File: config.mk
export PLATFORM = sky130hd
export DESIGN_NAME = bdl_link_dir_ctrl
export DESIGN_NICKNAME = d
export VERILOG_FILES = /design/src/rtl/bdl_pkg.sv /design/src/rtl/bdl_burst_limiter.sv /design/src/rtl/bdl_end_fsm.sv /design/src/rtl/bdl_link_dir_ctrl.sv
export SDC_FILE = /design/constraint.sdc
export NUM_CORES = 1
export LEC_CHECK = 0
export ABC_CLOCK_PERIOD_IN_PS = 3200
export BUFFER_PORTS_ARGS = -buffer_cell sky130_fd_sc_hd__buf_2
export CAP_MARGIN = 20
export CORE_AREA = 2 2 39 41
export CTS_BUF_LIST = sky130_fd_sc_hd__clkbuf_8
export CTS_CLUSTER_DIAMETER = 150
export DETAILED_ROUTE_END_ITERATION = 10
export DIE_AREA = 0 0 41 43
export GPL_ROUTABILITY_DRIVEN = 0
export PLACE_DENSITY = 0.65
export SETUP_SLACK_MARGIN = 0.02
export SLEW_MARGIN = 10
export SYNTH_ARGS = -nofsm -noshare
export SYNTH_HDL_FRONTEND = slang
export SYNTH_HIERARCHICAL = 1
export SYNTH_SLANG_ARGS = --single-unit
File: constraint.sdc
create_clock -name clk -period 3.2 [get_ports clk]
set_clock_uncertainty 0.1 [all_clocks]
set_input_delay 0.32 -clock clk [delete_from_list [all_inputs] [get_ports clk]]
set_output_delay 0.32 -clock clk [all_outputs]
set_load 0.02 [all_outputs]
File: src/rtl/bdl_pkg.sv
package bdl_pkg;

   // Per-end controller state
   typedef enum logic [2:0] {
      ST_FREE = 3'd0,   // owns the channel, no packet open
      ST_OUT  = 3'd1,   // owns the channel, packet in progress
      ST_IN   = 3'd2,   // peer owns the channel, no local demand seen
      ST_WAIT = 3'd3,   // peer owns the channel, request raised
      ST_TURN = 3'd4    // grant received, dead cycle before driving
   } end_state_e;

endpackage

File: src/rtl/bdl_burst_limiter.sv
module bdl_burst_limiter #(
   parameter int unsigned LIMIT = 2
) (
   input  logic clk,
   input  logic rst_n,
   input  logic peer_req,
   input  logic head_start,
   output logic limit_hit
);
   localparam int unsigned CW = $clog2(LIMIT + 1);

   logic [CW-1:0] cnt_q;

   always_ff @(posedge clk) begin
      if (!rst_n) begin
         cnt_q <= '0;
      end else if (!peer_req) begin
         cnt_q <= '0;
      end else if (head_start && !limit_hit) begin
         cnt_q <= cnt_q + 1'b1;
      end
   end

   assign limit_hit = (cnt_q >= CW'(LIMIT));

endmodule

File: src/rtl/bdl_end_fsm.sv
module bdl_end_fsm
   import bdl_pkg::*;
#(
   parameter bit          IS_HIGH       = 1'b1,
   parameter int unsigned HI_BURST_PKTS = 2
) (
   input  logic clk,
   input  logic rst_n,
   input  logic has_flit,
   input  logic tail,
   input  logic peer_req,
   input  logic peer_grant,
   output logic sel_out,
   output logic xfer,
   output logic req,
   output logic grant
);
   localparam end_state_e RST_ST = IS_HIGH ? ST_FREE : ST_IN;

   end_state_e st_q, st_d;
   logic       yield_now;

   generate
      if (IS_HIGH) begin : g_high
         logic limit_hit;
         logic head_start;
         assign head_start = (st_q == ST_FREE) && xfer;
         bdl_burst_limiter #(.LIMIT(HI_BURST_PKTS)) lim_i (
            .clk        (clk),
            .rst_n      (rst_n),
            .peer_req   (peer_req),
            .head_start (head_start),
            .limit_hit  (limit_hit)
         );
         // high end yields only when idle or after its burst allowance
         assign yield_now = peer_req && (!has_flit || limit_hit);
      end else begin : g_low
         // low end yields at every packet boundary when asked
         assign yield_now = peer_req;
      end
   endgenerate

   always_comb begin
      st_d  = st_q;
      xfer  = 1'b0;
      grant = 1'b0;
      unique case (st_q)
         ST_FREE: begin
            if (yield_now) begin
               grant = 1'b1;
               st_d  = ST_IN;
            end else if (has_flit) begin
               xfer = 1'b1;
               if (!tail) st_d = ST_OUT;
            end
         end
         ST_OUT: begin
            if (has_flit) begin
               xfer = 1'b1;
               if (tail) st_d = ST_FREE;
            end
         end
         ST_IN:   if (has_flit) st_d = ST_WAIT;
         ST_WAIT: if (peer_grant) st_d = ST_TURN;
         ST_TURN: st_d = ST_FREE;
         default: st_d = RST_ST;
      endcase
   end

   always_ff @(posedge clk) begin
      if (!rst_n) st_q <= RST_ST;
      else        st_q <= st_d;
   end

   assign sel_out = (st_q == ST_FREE) || (st_q == ST_OUT);
   assign req     = (st_q == ST_WAIT);

endmodule

File: src/rtl/bdl_link_dir_ctrl.sv
module bdl_link_dir_ctrl #(
   parameter int unsigned HI_BURST_PKTS = 2
) (
   input  logic clk,
   input  logic rst_n,
   input  logic hi_has_flit,
   input  logic hi_tail,
   input  logic lo_has_flit,
   input  logic lo_tail,
   output logic hi_sel_out,
   output logic hi_xfer,
   output logic hi_req,
   output logic hi_grant,
   output logic lo_sel_out,
   output logic lo_xfer,
   output logic lo_req,
   output logic lo_grant
);
   generate
      if (HI_BURST_PKTS < 1) begin : g_bad_burst
         $error("HI_BURST_PKTS must be at least 1");
      end
      if (HI_BURST_PKTS > 1024) begin : g_big_burst
         $error("HI_BURST_PKTS must not exceed 1024");
      end
   endgenerate

   bdl_end_fsm #(.IS_HIGH(1'b1), .HI_BURST_PKTS(HI_BURST_PKTS)) hi_end_i (
      .clk        (clk),
      .rst_n      (rst_n),
      .has_flit   (hi_has_flit),
      .tail       (hi_tail),
      .peer_req   (lo_req),
      .peer_grant (lo_grant),
      .sel_out    (hi_sel_out),
      .xfer       (hi_xfer),
      .req        (hi_req),
      .grant      (hi_grant)
   );

   bdl_end_fsm #(.IS_HIGH(1'b0), .HI_BURST_PKTS(HI_BURST_PKTS)) lo_end_i (
      .clk        (clk),
      .rst_n      (rst_n),
      .has_flit   (lo_has_flit),
      .tail       (lo_tail),
      .peer_req   (hi_req),
      .peer_grant (hi_grant),
      .sel_out    (lo_sel_out),
      .xfer       (lo_xfer),
      .req        (lo_req),
      .grant      (lo_grant)
   );

endmodule

Word level (Yosys, flattened, before mapping)
Index checks and enable logic that the tools add are counted.

word-level totals
  output and inout port bits = 8
  input bits = 6
  bits in registers = 8
  logic and storage cells = 63

operators by class
  reductions and logical operators = 13
  muxes and demuxes = 26
  add/subtract/negate cells = 1
  eq/ne operators = 19
  $lt $le $gt $ge = 1

operators by type and width
  operator             number
  $mux 3               14
  $pmux 3 s5           1
  $ne 2x2->1 const B   7
  $eq 3x2->1 const B   4
  $pmux 3 s4           1
  $reduce_and 6->1     2
  $mux 1               8
  $eq 3x1->1 const B   2
  $logic_not 3->1      2
  $ne 3x2->1 const B   2
  $ne 3x3->1 const B   2
  $pmux 1 s2           2
  $eq 3x3->1 const B   1
  $logic_and 1x1->1    3
  $logic_or 1x1->1     3
  $add 2x1->2 const B  1
  $ge 2x2->1 const B   1
  $logic_not 1->1      2
  $ne 2x1->1 const B   1
  $reduce_and 2->1     1

Logic depth before layout (Yosys ltp)
  depth in word-level cells = 7
  depth in mapped cells = 8
  mapped depth without buffers = 8

Cells and area by module
The synthesis kept the hierarchy.

by module, submodules not included
  module                   instances  area each (um^2)  cells each  seq. area each (um^2)
  bdl_end_fsm at hi_end_i  1          237.7             27          60.1
  bdl_end_fsm at lo_end_i  1          173.9             22          60.1
  bdl_burst_limiter        1          105.1             12          40.0

Least setup slack after synthesis
Ideal clock, no wire load.

  path kind = register to register
  start = reg hi_end_i.st_q[1]
  end = reg hi_end_i.st_q[0]
  stages on the path, launching flop included = 9
  setup time = 0.072 ns
  clock period less this slack = 2.206 ns
  required time = 3.028 ns
  path buffers = 1
  arrival = 2.034 ns
  slack = 0.994 ns
  cells stage by stage = dfxtp_1 -> buf_2 -> and3_1 -> nand2b_2 -> nor3_1 -> nand3_1 -> o2111a_2 -> a31oi_4 -> mux2i_1

on the way
  word-level cells in the longest chain between the ends = 5
  elaborated cells on any way between the ends = 14
  those cells by class = 9 x eq/ne; 3 x mux; 2 x reduce/logical

RTL lines
  item                        RTL line                 text
  start, declared             bdl_end_fsm.sv:20        end_state_e st_q, st_d;
  start signal, assigned      bdl_end_fsm.sv:72        else st_q <= st_d;
  $eq 3x2->1                  bdl_end_fsm.sv:76        assign req = (st_q == ST_WAIT);
  named net hi_req            bdl_link_dir_ctrl.sv:12  output logic hi_req,
  $mux 1                      bdl_end_fsm.sv:49        if (yield_now) begin
  $mux 1                      bdl_end_fsm.sv:47        unique case (st_q)
  named net lo_grant          bdl_link_dir_ctrl.sv:17  output logic lo_grant
  $ne 2x1->1 (no line)        --
  $reduce_and 6->1 (no line)  --

The timed path passes the listed nets, and every way through them passes these cells.
A chain may end at the register's enable or synchronous reset.

Worst setup path after layout
  start = reg lo_end_i.st_q[0]
  end = out hi_grant

on the way
  word-level cells in the longest chain between the ends = 4

RTL lines
  item                    RTL line                 text
  start, declared         bdl_end_fsm.sv:20
  start signal, assigned  bdl_end_fsm.sv:72
  $eq 3x2->1              bdl_end_fsm.sv:76
  $logic_and 1x1->1       bdl_end_fsm.sv:36        assign yield_now = peer_req && (!has_flit || limit_hit);
  $mux 1                  bdl_end_fsm.sv:49
  $mux 1                  bdl_end_fsm.sv:47
  end, declared           bdl_link_dir_ctrl.sv:13  output logic hi_grant,

Every way passes these cells.

==> metrics.md <==
| Metric | Value |
|---|---|
| Outcome | finished clean |
| Fraction of layout cells with a size suffix above 1 | 0.324 |
| Syn avg cell area | 8.47 µm² |
| Boundary Pins | 14 |
| GRT Overall Usage | 0.145 |
| Largest cells by area after synthesis | dfxtp_1, and3_1, nor2_1 |
| Total Nets Final | 83 |
| Hold Violations, Final | 0 |
| Placed Cells | 87 |
| DRT iter0 DRCs | 5 |
| Yosys warning count | 6 |
| H-Tree Depth | 1 |
| Synthesized instance count | 61 |
| Synth Register Bits | 8 |
| Fin crit share | 0.707 |
| Grt ovf | 0 |
| Maximum vdd drop | between 0.2 and 0.3 mV |
| EDFF count, synth | 0 |
| Fin util | 0.449 |
| Critical path start-end classification | flip-flop to output pin |
| DRC Markers | 0 |
| RSZ-0062 raised after global routing | false |
| CTS sink cnt | 8 |
| CP endpoint kind | output pin |
| ANT cells | 0 |
| Core ar. | between 1000 and 1500 µm² |
| Syn_nets | about 70 |
| Routed wire length | between 900 and 1000 µm |
| Final setup TNS | 0 ns |
| Finished Layout Cells | 90 |
| Vias per cell | 5.11 |
| Site Rows | 14 |
| First-pass DRT Iterations | 4 |
| Synth cell count leaders | dfxtp_1, nor2_1, and3_1, inv_1, nand2_1 |
| Yosys top cell by area | dfxtp_1 |
| Vias in the first global route | 380 |
| Layout area overhead | 20.3% |
| Clock buffer depth | 2 |
| Worst-Skew Late Latency | 0.23 ns |
| Sequential area share after synthesis | 0.310 |
| WP data required | 2.78 ns |
| Count of final setup violators | 0 |
| Dpl hpwl | between 700 and 800 µm |
| Initial antenna violation count | 0 |
| Unique cell type count in the Yosys netlist | 32 |
| Kind of start point of the critical path | flip-flop |
| Top cell type's share of synthesized area | 0.310 |
| First-pass GRT wire length | roughly 1600 µm |
| Port bufs | 13 |
| Final Max Slew Viols | 0 |
| Die height | 43 µm |
| Layout filler cell count | between 100 and 150 |
| Synth async-reset ratio | 0 |
| Pwr Density | 591 nW/µm² |
| LEAKAGE | around 0.29 nW |
| Largest net degree at the start of global routing | 10 |
| Antenna viol nets, final | 0 |
| Worst-margin pin slew | 0.623 ns |
| Worst hold path type | primary input to flip-flop |
| Crit Path Max Fanout | 6 |
| WP data arrival | 1.84 ns |
| Total setup buffers inserted after CTS | 0 |
| Reg clk slew, reported paths | 0.04 ns |
| Synth Flop Type | dfxtp_1 |
| Die area | between 1500 and 2000 µm² |
| Max_cap viols | 0 |
| Inserted Clock Buffers | 3 |
| Root Buffer | clkbuf_8 |
| Synth Cell Area | 517 µm² |
| Die width | about 41 µm |
| Initial core utilization | 0.373 |
| Post-CTS Hold Fix Bufs | 0 |
| Cts repair resizes | 0 |
| Fmax | between 400 and 500 MHz |
| Drt wl/cell | about 11 µm |
| CTS tree | done |
| Worst relative slew slack | 0.581 |
| Tmin final | approximately 2.3 ns |
| DR vias | between 400 and 500 |
## path summary, 6_finish.rpt
kind              slack, ns                                     endpoint                                         from  cells after the start
setup / recovery       0.94                                     hi_grant                lo_end_i/st_q[0]$_SDFFE_PN0P_                      5
hold / removal         0.24                lo_end_i/st_q[1]$_SDFFE_PN1P_                                        rst_n                      2
setup reg to reg       1.32                hi_end_i/st_q[0]$_SDFFE_PN0P_                hi_end_i/st_q[1]$_SDFFE_PN0P_                      7
hold reg to reg        0.43  hi_end_i/g_high.lim_i/cnt_q[0]$_SDFFE_PN0P_  hi_end_i/g_high.lim_i/cnt_q[0]$_SDFFE_PN0P_                      2
## state kept, by name, summed over array words and instances, names as in the netlist
register,flops
hi_end_i/g_high.lim_i/cnt_q,2
hi_end_i/st_q,3
lo_end_i/st_q,3
## worst max-delay path, stage by stage (launching register included)
cell and delay (ns):
dfxtp_1 0.35, nor2b_2 0.20, and2_4 0.18, o21ai_2 0.11, nor4_1 0.49, buf_2 0.28
## final cells by class
class	instances	area, µm²	area share
Multi-Input combinational cell	44	313	0.503
Sequential cell	8	160	0.258
Clock buffer	3	41.3	0.0664
Timing Repair Buffer	13	65.1	0.105
Inverter	6	22.5	0.0362
Tap cell	16	20.0	0.0322
## metrics by stage
stage	total power, mW	instance area, µm²	hold slack [ns]	worst slack, ns
final	0.367	622	0.242	0.939
after global routing	0.392	622	0.268	0.832
after CTS	0.372	622	0.243	0.930
after detailed placement	0.247	581	0.418	1.18
after global placement	0.247	581	0.405	1.19
after floorplan	0.235	517	0.299	0.994
## power breakdown
group / internal (mW) / total, mW / leakage, nW / switching [mW]
logic: 0.0580 / 0.116 / 0.208 / 0.0582
registers: 0.111 / 0.129 / 0.0652 / 0.0182
clock network: 0.0815 / 0.122 / 0.0216 / 0.0403
## placed cells by master, fill, tap and decap left out
cell type / synthesis / layout
o2111a_2: 1 / 1
and2_4: 1 / 1
nand3_1: 1 / 1
buf_2: 1 / 13
o221ai_1: 1 / 1
clkbuf_8: 0 / 3
o221a_1: 1 / 1
nor3_1: 2 / 2
o211ai_1: 3 / 3
nand2_1: 4 / 4
mux2i_1: 1 / 1
nor2b_4: 1 / 1
a21oi_1: 1 / 1
or2_1: 1 / 1
and3_1: 5 / 5
o21ai_2: 1 / 1
nor2_1: 8 / 8
a211oi_1: 1 / 1
nand2b_2: 1 / 1
a31oi_4: 1 / 1
xnor2_1: 1 / 1
dfxtp_1: 8 / 8
nor4_1: 1 / 1
o211a_1: 1 / 1
inv_1: 5 / 5
a21boi_0: 1 / 1
or2b_1: 2 / 2
a21boi_1: 1 / 1
inv_2: 1 / 1
nor2b_2: 1 / 1
ha_1: 1 / 1
## per-layer routing
metal	share of wire	track usage	routed length, µm
met1	0.48	0.184	471
met5	0	0	0
met2	0.39	0.169	376
met3	0.081	0.0471	79
met4	0.048	0.160	47
## cells by family after synthesis
kind of cell,count (synthesis),share of synthesized area
fa+ha+maj,1,0.0242
compound gates,13,0.237
flops,8,0.310
buf+inv,9,0.0847
mux,1,0.0194
xor+xnor,1,0.0170
simple gates,28,0.308
Power figures use the tool's default switching activity.
